--- src/rtl/irqc_pkg.sv ---
package irqc_pkg;
    localparam int NUM_EVT   = 5;
    localparam int FLAG_W    = 8;
    localparam int BIT_RSVD  = 5;
    localparam int BIT_EXT   = 6;
    localparam int BIT_BUSY  = 7;
    localparam int HOLD_CYC  = 1;
    localparam int HOLD_W    = (HOLD_CYC < 2) ? 1 : $clog2(HOLD_CYC + 1);
    localparam logic [FLAG_W-1:0] MASK_KEEP = 8'h5F;

    typedef struct packed {
        logic [NUM_EVT-1:0] flags;
    } evt_state_t;

    typedef struct packed {
        logic flag;
        logic en;
    } ext_state_t;

    typedef struct packed {
        logic              irq_n;
        logic [HOLD_W-1:0] hold;
        logic              ready;
    } pin_state_t;

    typedef struct packed {
        logic [FLAG_W-1:0] mask;
    } mask_state_t;
endpackage

--- src/rtl/irqc_evt_flags.sv ---
module irqc_evt_flags #(
    parameter int N = 5
) (
    input  logic         clk,
    input  logic         rst_n,
    input  logic [N-1:0] evt,
    input  logic [N-1:0] clr,
    output logic [N-1:0] flags
);
    logic [N-1:0] flags_d;
    logic [N-1:0] flags_q;

    // event has priority over the clear of the same bit
    for (genvar i = 0; i < N; i++) begin : g_bit
        always_comb begin
            flags_d[i] = evt[i] | (flags_q[i] & ~clr[i]);
        end
    end

    always_ff @(posedge clk or negedge rst_n) begin
        if (!rst_n) flags_q <= '0;
        else        flags_q <= flags_d;
    end

    assign flags = flags_q;
endmodule

--- src/rtl/irqc_ext.sv ---
module irqc_ext
    import irqc_pkg::*;
#(
    parameter int EN_BIT = BIT_EXT
) (
    input  logic              clk,
    input  logic              rst_n,
    input  logic              evt,
    input  logic              clr,
    input  logic              mask_we,
    input  logic [FLAG_W-1:0] mask_wdata,
    output logic              pending
);
    ext_state_t s_d, s_q;

    always_comb begin
        s_d      = s_q;
        s_d.flag = evt | (s_q.flag & ~clr);
        if (mask_we) s_d.en = mask_wdata[EN_BIT];
    end

    always_ff @(posedge clk or negedge rst_n) begin
        if (!rst_n) s_q <= '0;
        else        s_q <= s_d;
    end

    assign pending = s_q.flag & s_q.en;
endmodule

--- src/rtl/irqc_pin.sv ---
module irqc_pin
    import irqc_pkg::*;
(
    input  logic clk,
    input  logic rst_n,
    input  logic pend,
    input  logic txn_end,
    input  logic cmd_ack,
    output logic irq_n
);
    pin_state_t s_d, s_q;

    always_comb begin
        s_d = s_q;
        if (cmd_ack)      s_d.ready = 1'b1;
        else if (txn_end) s_d.ready = 1'b0;

        if (txn_end) begin
            s_d.irq_n = 1'b1;
            s_d.hold  = HOLD_W'(HOLD_CYC);
        end else if (s_q.hold != '0) begin
            s_d.irq_n = 1'b1;
            s_d.hold  = s_q.hold - 1'b1;
        end else begin
            s_d.irq_n = ~(pend | s_q.ready);
        end
    end

    always_ff @(posedge clk or negedge rst_n) begin
        if (!rst_n) s_q <= '{irq_n: 1'b1, hold: '0, ready: 1'b0};
        else        s_q <= s_d;
    end

    assign irq_n = s_q.irq_n;
endmodule

--- src/rtl/irq_flag_ctrl.sv ---
module irq_flag_ctrl
    import irqc_pkg::*;
(
    input  logic              clk,
    input  logic              rst_n,
    input  logic              evt_frame,
    input  logic              evt_lost,
    input  logic              evt_win_chg,
    input  logic              evt_link,
    input  logic              evt_asc,
    input  logic              evt_meta,
    input  logic              busy_i,
    input  logic              mask_wr,
    input  logic [FLAG_W-1:0] mask_wdata,
    input  logic              ext_mask_wr,
    input  logic [FLAG_W-1:0] ext_mask_wdata,
    input  logic              dmx_read_done,
    input  logic              rd_status,
    input  logic              rd_frame_info,
    input  logic              rd_ext_flags,
    input  logic              txn_end,
    input  logic              cmd_ack,
    output logic [FLAG_W-1:0] flags_o,
    output logic              irq_n_o
);
    logic [NUM_EVT-1:0] evt_vec, clr_vec, evt_flags;
    logic               ext_pend;
    logic               pend;
    mask_state_t        m_d, m_q;

    assign evt_vec = {evt_asc, evt_link, evt_win_chg, evt_lost, evt_frame};
    assign clr_vec = {rd_frame_info, rd_status, dmx_read_done, rd_status, dmx_read_done};

    irqc_evt_flags #(.N(NUM_EVT)) u_flags (
        .clk   (clk),
        .rst_n (rst_n),
        .evt   (evt_vec),
        .clr   (clr_vec),
        .flags (evt_flags)
    );

    irqc_ext #(.EN_BIT(BIT_EXT)) u_ext (
        .clk        (clk),
        .rst_n      (rst_n),
        .evt        (evt_meta),
        .clr        (rd_ext_flags),
        .mask_we    (ext_mask_wr),
        .mask_wdata (ext_mask_wdata),
        .pending    (ext_pend)
    );

    always_comb begin
        m_d = m_q;
        if (mask_wr) m_d.mask = mask_wdata & MASK_KEEP;
    end

    always_ff @(posedge clk or negedge rst_n) begin
        if (!rst_n) m_q <= '0;
        else        m_q <= m_d;
    end

    always_comb begin
        flags_o                    = '0;
        flags_o[NUM_EVT-1:0]       = evt_flags;
        flags_o[BIT_EXT]           = ext_pend;
        flags_o[BIT_BUSY]          = busy_i;
    end

    assign pend = |(flags_o & m_q.mask);

    irqc_pin u_pin (
        .clk     (clk),
        .rst_n   (rst_n),
        .pend    (pend),
        .txn_end (txn_end),
        .cmd_ack (cmd_ack),
        .irq_n   (irq_n_o)
    );
endmodule

--- config.mk ---
export PLATFORM = sky130hd
export DESIGN_NAME = irq_flag_ctrl
export DESIGN_NICKNAME = d
export VERILOG_FILES = /design/src/rtl/irqc_pkg.sv /design/src/rtl/irqc_evt_flags.sv /design/src/rtl/irqc_ext.sv /design/src/rtl/irqc_pin.sv /design/src/rtl/irq_flag_ctrl.sv
export SDC_FILE = /design/constraint.sdc
export NUM_CORES = 1
export LEC_CHECK = 0
export BUFFER_PORTS_ARGS = -buffer_cell sky130_fd_sc_hd__buf_2
export CAP_MARGIN = 15
export CORE_UTILIZATION = 39
export CTS_CLUSTER_DIAMETER = 150
export DETAILED_ROUTE_END_ITERATION = 10
export PLACE_DENSITY = 0.75
export SLEW_MARGIN = 20
export SYNTH_ARGS = -nofsm -noshare
export SYNTH_HDL_FRONTEND = slang
export SYNTH_SLANG_ARGS = --single-unit
--- constraint.sdc ---
create_clock -name clk -period 1.5 [get_ports clk]
set_clock_uncertainty 0.1 [all_clocks]
set_input_delay 0.225 -clock clk [delete_from_list [all_inputs] [get_ports clk]]
set_output_delay 0.225 -clock clk [all_outputs]
set_load 0.1 [all_outputs]
==> flow_metrics.py, run 1 <==
metrics = {
    "worst_hold_path": {
        "whs_path_depth": 2,
        "hp-class": "in -> reg",
    },
    "die": {
        "core-area_sq_um": 1510,
        "initial_core_util_pct": 41.9,
        "pin_count": 42,
        "die_area_sq_um": 1790,
        "die_h_microns": 42.3,
        "fp-row-count": 14,
        "die_w_microns": 42.3,
    },
    "setup_path": {
        "worstPathCellList": "buf_2",
        "cp.arrival_ps": 1110,
        "required_ps": 1170,
        "r2r_cells": 3,
        "crit_family": "buffers and inverters",
        "end_kind": "output pin",
        "worstSetupStartpointType": "register",
        "critPathSlowestCell": "buf_2",
        "worst-path-stages": 1,
        "path_max_fanout": 3,
        "crit_type": "reg -> out",
        "critPathBufInv": 1,
        "cp-endpoint": "flags_o[4]",
        "cp-startpoint": "u_flags.flags[4]",
        "r2r_end": "u_pin.irq_n",
        "r2r_slack_ps": 330,
        "cpPeakStageDelay_ps": 430,
        "r2r-start": "u_flags.flags[0]",
    },
    "clock_network": {
        "numCtsBuffers": 3,
        "cts_root_buf": "clkbuf_4",
        "htree_levels": 1,
        "cts_tree": "done",
        "cts-resized-gates": 0,
        "clk_latency_ps": 280,
        "cts.sinks": 16,
        "cts_buffer_depth": 2,
        "clk_pin_slew_ps": 90,
    },
    "placed_design": {
        "placed_cells": 87,
        "gp_congestion": 0.722,
        "port_buffers": 29,
        "hpwl_microns": 831,
    },
    "sta": {
        "hold_ws_ps": 18.4,
        "hold_viol": 0,
        "final-setup-viol-count": 0,
        "period_share_pct": 95.5,
        "rsz0062_at_grt": "false",
        "drv_slew": 0,
        "setup_tns_ps": 0,
        "period_needed_ps": 1430,
        "max_freq_mhz": 698,
    },
    "drt": {
        "wl_microns": 1050,
        "viasPerCell": 4.81,
        "wl_per_cell_microns": 11.3,
        "drc_errors": 0,
        "detail_route.first_pass.iterations": 3,
        "vias": 447,
        "drtIter0Drc": 11,
        "detail-route-antenna-nets": 0,
    },
    "power": {
        "switching_share_pct": 31.6,
        "power_density_nw_per_um2": 1120,
        "max-vdd-ir-drop_v": 0.000690,
        "power_frac_clock_pct": 24.0,
        "p_switching_uw": 301,
        "power.leakage_nw": 0.432,
        "sequentialPowerShare_pct": 51.5,
        "internal_power_uw": 652,
        "comb_power_share_pct": 24.5,
    },
    "global_routing": {
        "track_usage_pct": 14.3,
        "grt_start_max_net_pins": 17,
        "grt_overflow": 0,
        "grt_antenna_before_repair": 0,
        "grt_pass1_vias": 400,
        "grt_pass1_wl_microns": 1810,
    },
    "cells_and_area": {
        "final_cells": 93,
        "layout_commonest_cell": "buf_2",
        "antennaDiodeCount": 0,
        "final_cell_mix": "buf_2 (27), dfrtp_1 (10), a21o_1 (7), mux2_2 (7)",
        "fin_nets": 111,
        "area_growth_pct": 34.9,
        "drive_gt1_share_pct": 59.7,
    },
    "synthesis": {
        "syn-num-nets": 79,
        "synth.distinct_cells": 14,
        "ys_seq_elements": 16,
        "syn-cell-area_sq_um": 632,
        "yosys_warnings": 0,
        "postSynthAreaPerCell_sq_um": 13.7,
        "synth.yosys.seq_area_share_pct": 63.6,
        "synth_cells": 46,
    },
    "run_status": {
        "status": "finished clean",
    },
    "flow_run": {
        "drv_cap": 0,
    },
}
[per-layer routing]
metal,track usage [%],vias up,share of wire (%)
li1,-,214,-
met1,17.6,211,44
met2,21.2,20,47
met3,6.90,2,7.5
met4,6.25,0,1.2
met5,0,-,0
[metrics by stage]
step / total power, mW / util, % / worst slack [ps] / cell area [sq um]
finish: 0.953 / 56.6 / 68.0 / 852
global route: 1.00 / 56.6 / 26.2 / 852
CTS: 0.965 / 56.6 / 55.6 / 852
detailed placement: 0.732 / 53.5 / 335 / 806
global placement: 0.726 / 53.5 / 349 / 806
floorplan: 0.673 / - / 23.4 / 638
[power by group through the flow]
stage	clock, mW	sequential, mW	combinational [mW]
2_1_floorplan	0	0.574	0.0989
3_3_place_gp	0	0.497	0.229
3_5_place_dp	0	0.500	0.232
4_1_cts	0.238	0.491	0.236
5_1_grt	0.260	0.497	0.246
6_report	0.229	0.491	0.233
[area by class of cell]
cell class / instances / area, sq um
Inverter: 5 / 18.8
Timing Repair Buffer: 31 / 195
Clock buffer: 4 / 26.3
Tap cell: 16 / 20.0
Fill cell: 131 / 654
Sequential cell: 16 / 408
Multi-Input combinational cell: 21 / 184
[cells by family after synthesis]
kind of cell | share of synthesized area, %
mux | 12.5
buf+inv | 7.33
compound gates | 14.5
flops | 63.6
other cells | 0.593
simple gates | 1.58
[cell usage after synthesis]
master / number / area (sq um)
dfrtp_1: 15 / 375
a21o_1: 7 / 52.6
mux2_2: 7 / 78.8
inv_1: 5 / 18.8
buf_4: 3 / 22.5
a21oi_1: 1 / 5.00
a221oi_2: 1 / 15.0
a22o_1: 1 / 8.76
a311o_1: 1 / 10.0
and2_1: 1 / 6.26
buf_2: 1 / 5.00
conb_1: 1 / 3.75
dfstp_2: 1 / 26.3
nand2_1: 1 / 3.75
[sequential cells by signal, indices dropped and copies added (netlist names)]
| signal | cells |
|---|---|
| u_flags.flags | 5 |
| m_q | 6 |
| u_pin.s_q | 2 |
| u_ext.s_q | 2 |
| u_pin.irq_n | 1 |
[worst min path at each step]
stage              from                to
4_1_cts        evt_meta      u_ext.s_q[1]
2_1_floorplan     rst_n            m_q[0]
5_1_grt        evt_lost  u_flags.flags[1]
3_3_place_gp      rst_n      u_pin.s_q[0]
3_5_place_dp      rst_n      u_pin.s_q[0]
6_report       evt_meta      u_ext.s_q[1]
[timing repair]
| action | CTS | global route |
|---|---|---|
| buffers inserted | 0 | 0 |
| hold endpoints to repair | 16 | 0 |
| hold buffers | 2 | 0 |
(Power assumes the default switching activity.)
==> inputs of run 2 (changes only) <==
--- a/config.mk
+++ b/config.mk
@@ -10,6 +10,7 @@
 export CORE_UTILIZATION = 39
 export CTS_CLUSTER_DIAMETER = 150
 export DETAILED_ROUTE_END_ITERATION = 10
+export GPL_TIMING_DRIVEN = 0
 export PLACE_DENSITY = 0.75
 export SLEW_MARGIN = 20
 export SYNTH_ARGS = -nofsm -noshare
==> run 2 against run 1 <==
Against the previous run: via count is 2.2% higher; global-route usage is 0.31 points higher; combinational power grew 8%; hold slack gained 2.7 ps; die area did not move; sequential share of layout area is 1.5 points lower; largest power group unchanged; register-to-register slack hardly changed; highest routed layer is now met3; maximum frequency about the same; critical path depth increased by 2; largest cell class unchanged; final cell count rose by 4.3%.
==> flow_metrics.py, run 2 (same netlist as run 1, synthesis figures left out) <==
metrics = {
    "global_routing": {
        "grt_start_max_net_pins": 17,
        "grt_pass1_vias": 481,
        "grt_pass1_wl_microns": 1940,
        "track_usage_pct": 14.6,
        "grt_overflow": 0,
        "grt_antenna_before_repair": 0,
    },
    "cells_and_area": {
        "antennaDiodeCount": 0,
        "regMostFlops": "m_q",
        "seqCellArea_sq_um": 408,
        "area_growth_pct": 39.2,
        "final_cell_mix": "buf_2 (28), dfrtp_1 (10), a21o_1 (7), mux2_2 (7)",
        "largest_reg_flops": 6,
        "drive_gt1_share_pct": 64.2,
        "n_fill_cell": 134,
        "layout_commonest_cell": "buf_2",
        "fin_nets": 115,
        "multi_input_area_sq_um": 186,
    },
    "sta": {
        "hold_ws_ps": 21.1,
        "hold_viol": 0,
        "period_needed_ps": 1430,
        "setup_tns_ps": 0,
        "drv_slew": 0,
        "period_share_pct": 95.5,
        "rsz0062_at_grt": "false",
        "final-setup-viol-count": 0,
        "max_freq_mhz": 698,
    },
    "flow_run": {
        "drv_cap": 0,
    },
    "setup_path": {
        "end_kind": "output pin",
        "r2r_slack_ps": 330,
        "crit_type": "reg -> out",
        "path_max_fanout": 2,
        "cp.arrival_ps": 1110,
        "worstSetupStartpointType": "register",
        "required_ps": 1170,
    },
    "clock_network": {
        "cts_buffer_depth": 2,
        "clk_pin_slew_ps": 90,
        "cts_root_buf": "clkbuf_4",
        "numCtsBuffers": 3,
        "htree_levels": 1,
        "cts.sinks": 16,
        "clk_latency_ps": 280,
        "cts_tree": "done",
    },
    "drt": {
        "viasPerCell": 4.71,
        "drc_errors": 0,
        "detail-route-antenna-nets": 0,
        "detail_route.first_pass.iterations": 4,
        "wl_per_cell_microns": 11.1,
        "drtIter0Drc": 4,
        "wl_microns": 1070,
        "vias": 457,
    },
    "die": {
        "fp-row-count": 14,
        "initial_core_util_pct": 41.9,
        "die_area_sq_um": 1790,
        "pin_count": 42,
        "die_h_microns": 42.3,
        "core-area_sq_um": 1510,
        "die_w_microns": 42.3,
    },
    "power": {
        "power.leakage_nw": 0.453,
        "max-vdd-ir-drop_v": 0.000651,
        "power_density_nw_per_um2": 1150,
    },
    "run_status": {
        "status": "finished clean",
    },
    "placed_design": {
        "gp_congestion": 0.714,
        "port_buffers": 29,
        "hpwl_microns": 828,
    },
    "worst_hold_path": {
        "hp-class": "in -> reg",
    },
}
## run 2: worst max-delay path, cell delays in order (launching register included)
cell and delay, ps:
dfrtp_1 390, and2_4 160, buf_4 130, buf_12 150
## run 2: path summary, 6_finish.rpt
check	start	end	depth (start not counted)
worst max-delay path	u_ext.s_q[1]	flags_o[6]	3
worst min-delay path	evt_frame	u_flags.flags[0]	2
worst max register to register	u_flags.flags[0]	u_pin.irq_n	3
worst min register to register	u_pin.s_q[1]	u_pin.irq_n	1
max in group asynchronous	rst_n	u_pin.irq_n	2
min in group asynchronous	rst_n	m_q[1]	2
## run 2: where the power goes
part	total [mW]	leakage, nW	switching, mW	internal (mW)
combinational	0.251	0.257	0.165	0.0861
sequential	0.489	0.176	0.0207	0.469
clock	0.275	0.0210	0.127	0.148
total	1.01	0.453	0.312	0.702
## run 2: through the flow
step | setup slack [ps] | util [%] | std cells | cell area (sq um) | power (mW)
6_report | 67.6 | 58.4 | 97 | 880 | 1.01
5_1_grt | 19.5 | 58.4 | 97 | 880 | 1.06
4_1_cts | 26.1 | 57.6 | 97 | 868 | 1.02
3_5_place_dp | 193 | 53.3 | 91 | 803 | 0.733
3_3_place_gp | 202 | 53.3 | 91 | 803 | 0.729
2_1_floorplan | 23.4 | - | 46 | 638 | 0.673
## run 2: area by class of cell
class	count	share of cell area, %
Tap cell	16	2.28
Buffer	4	3.13
Timing Repair Buffer	31	20.8
Multi-Input combinational cell	21	21.2
Sequential cell	16	46.4
Clock buffer	4	4.13
Inverter	5	2.13
## run 2: timing repair
item | in CTS | in global routing
setup endpoints to repair | 2 | 1
pin swaps | 0 | 0
resized for setup | 3 | 3
buffers inserted | 0 | 0
hold buffers | 2 | 0
hold endpoints to repair | 16 | 0
## run 2: metal layers
layer  GRT usage, %  routed length, microns  vias up
met4           8.75                       0        0
li1               -                       -      221
met1           17.5                     447      214
met5              0                       0        -
met2           23.4                     547       22
met3           3.88                      78        0
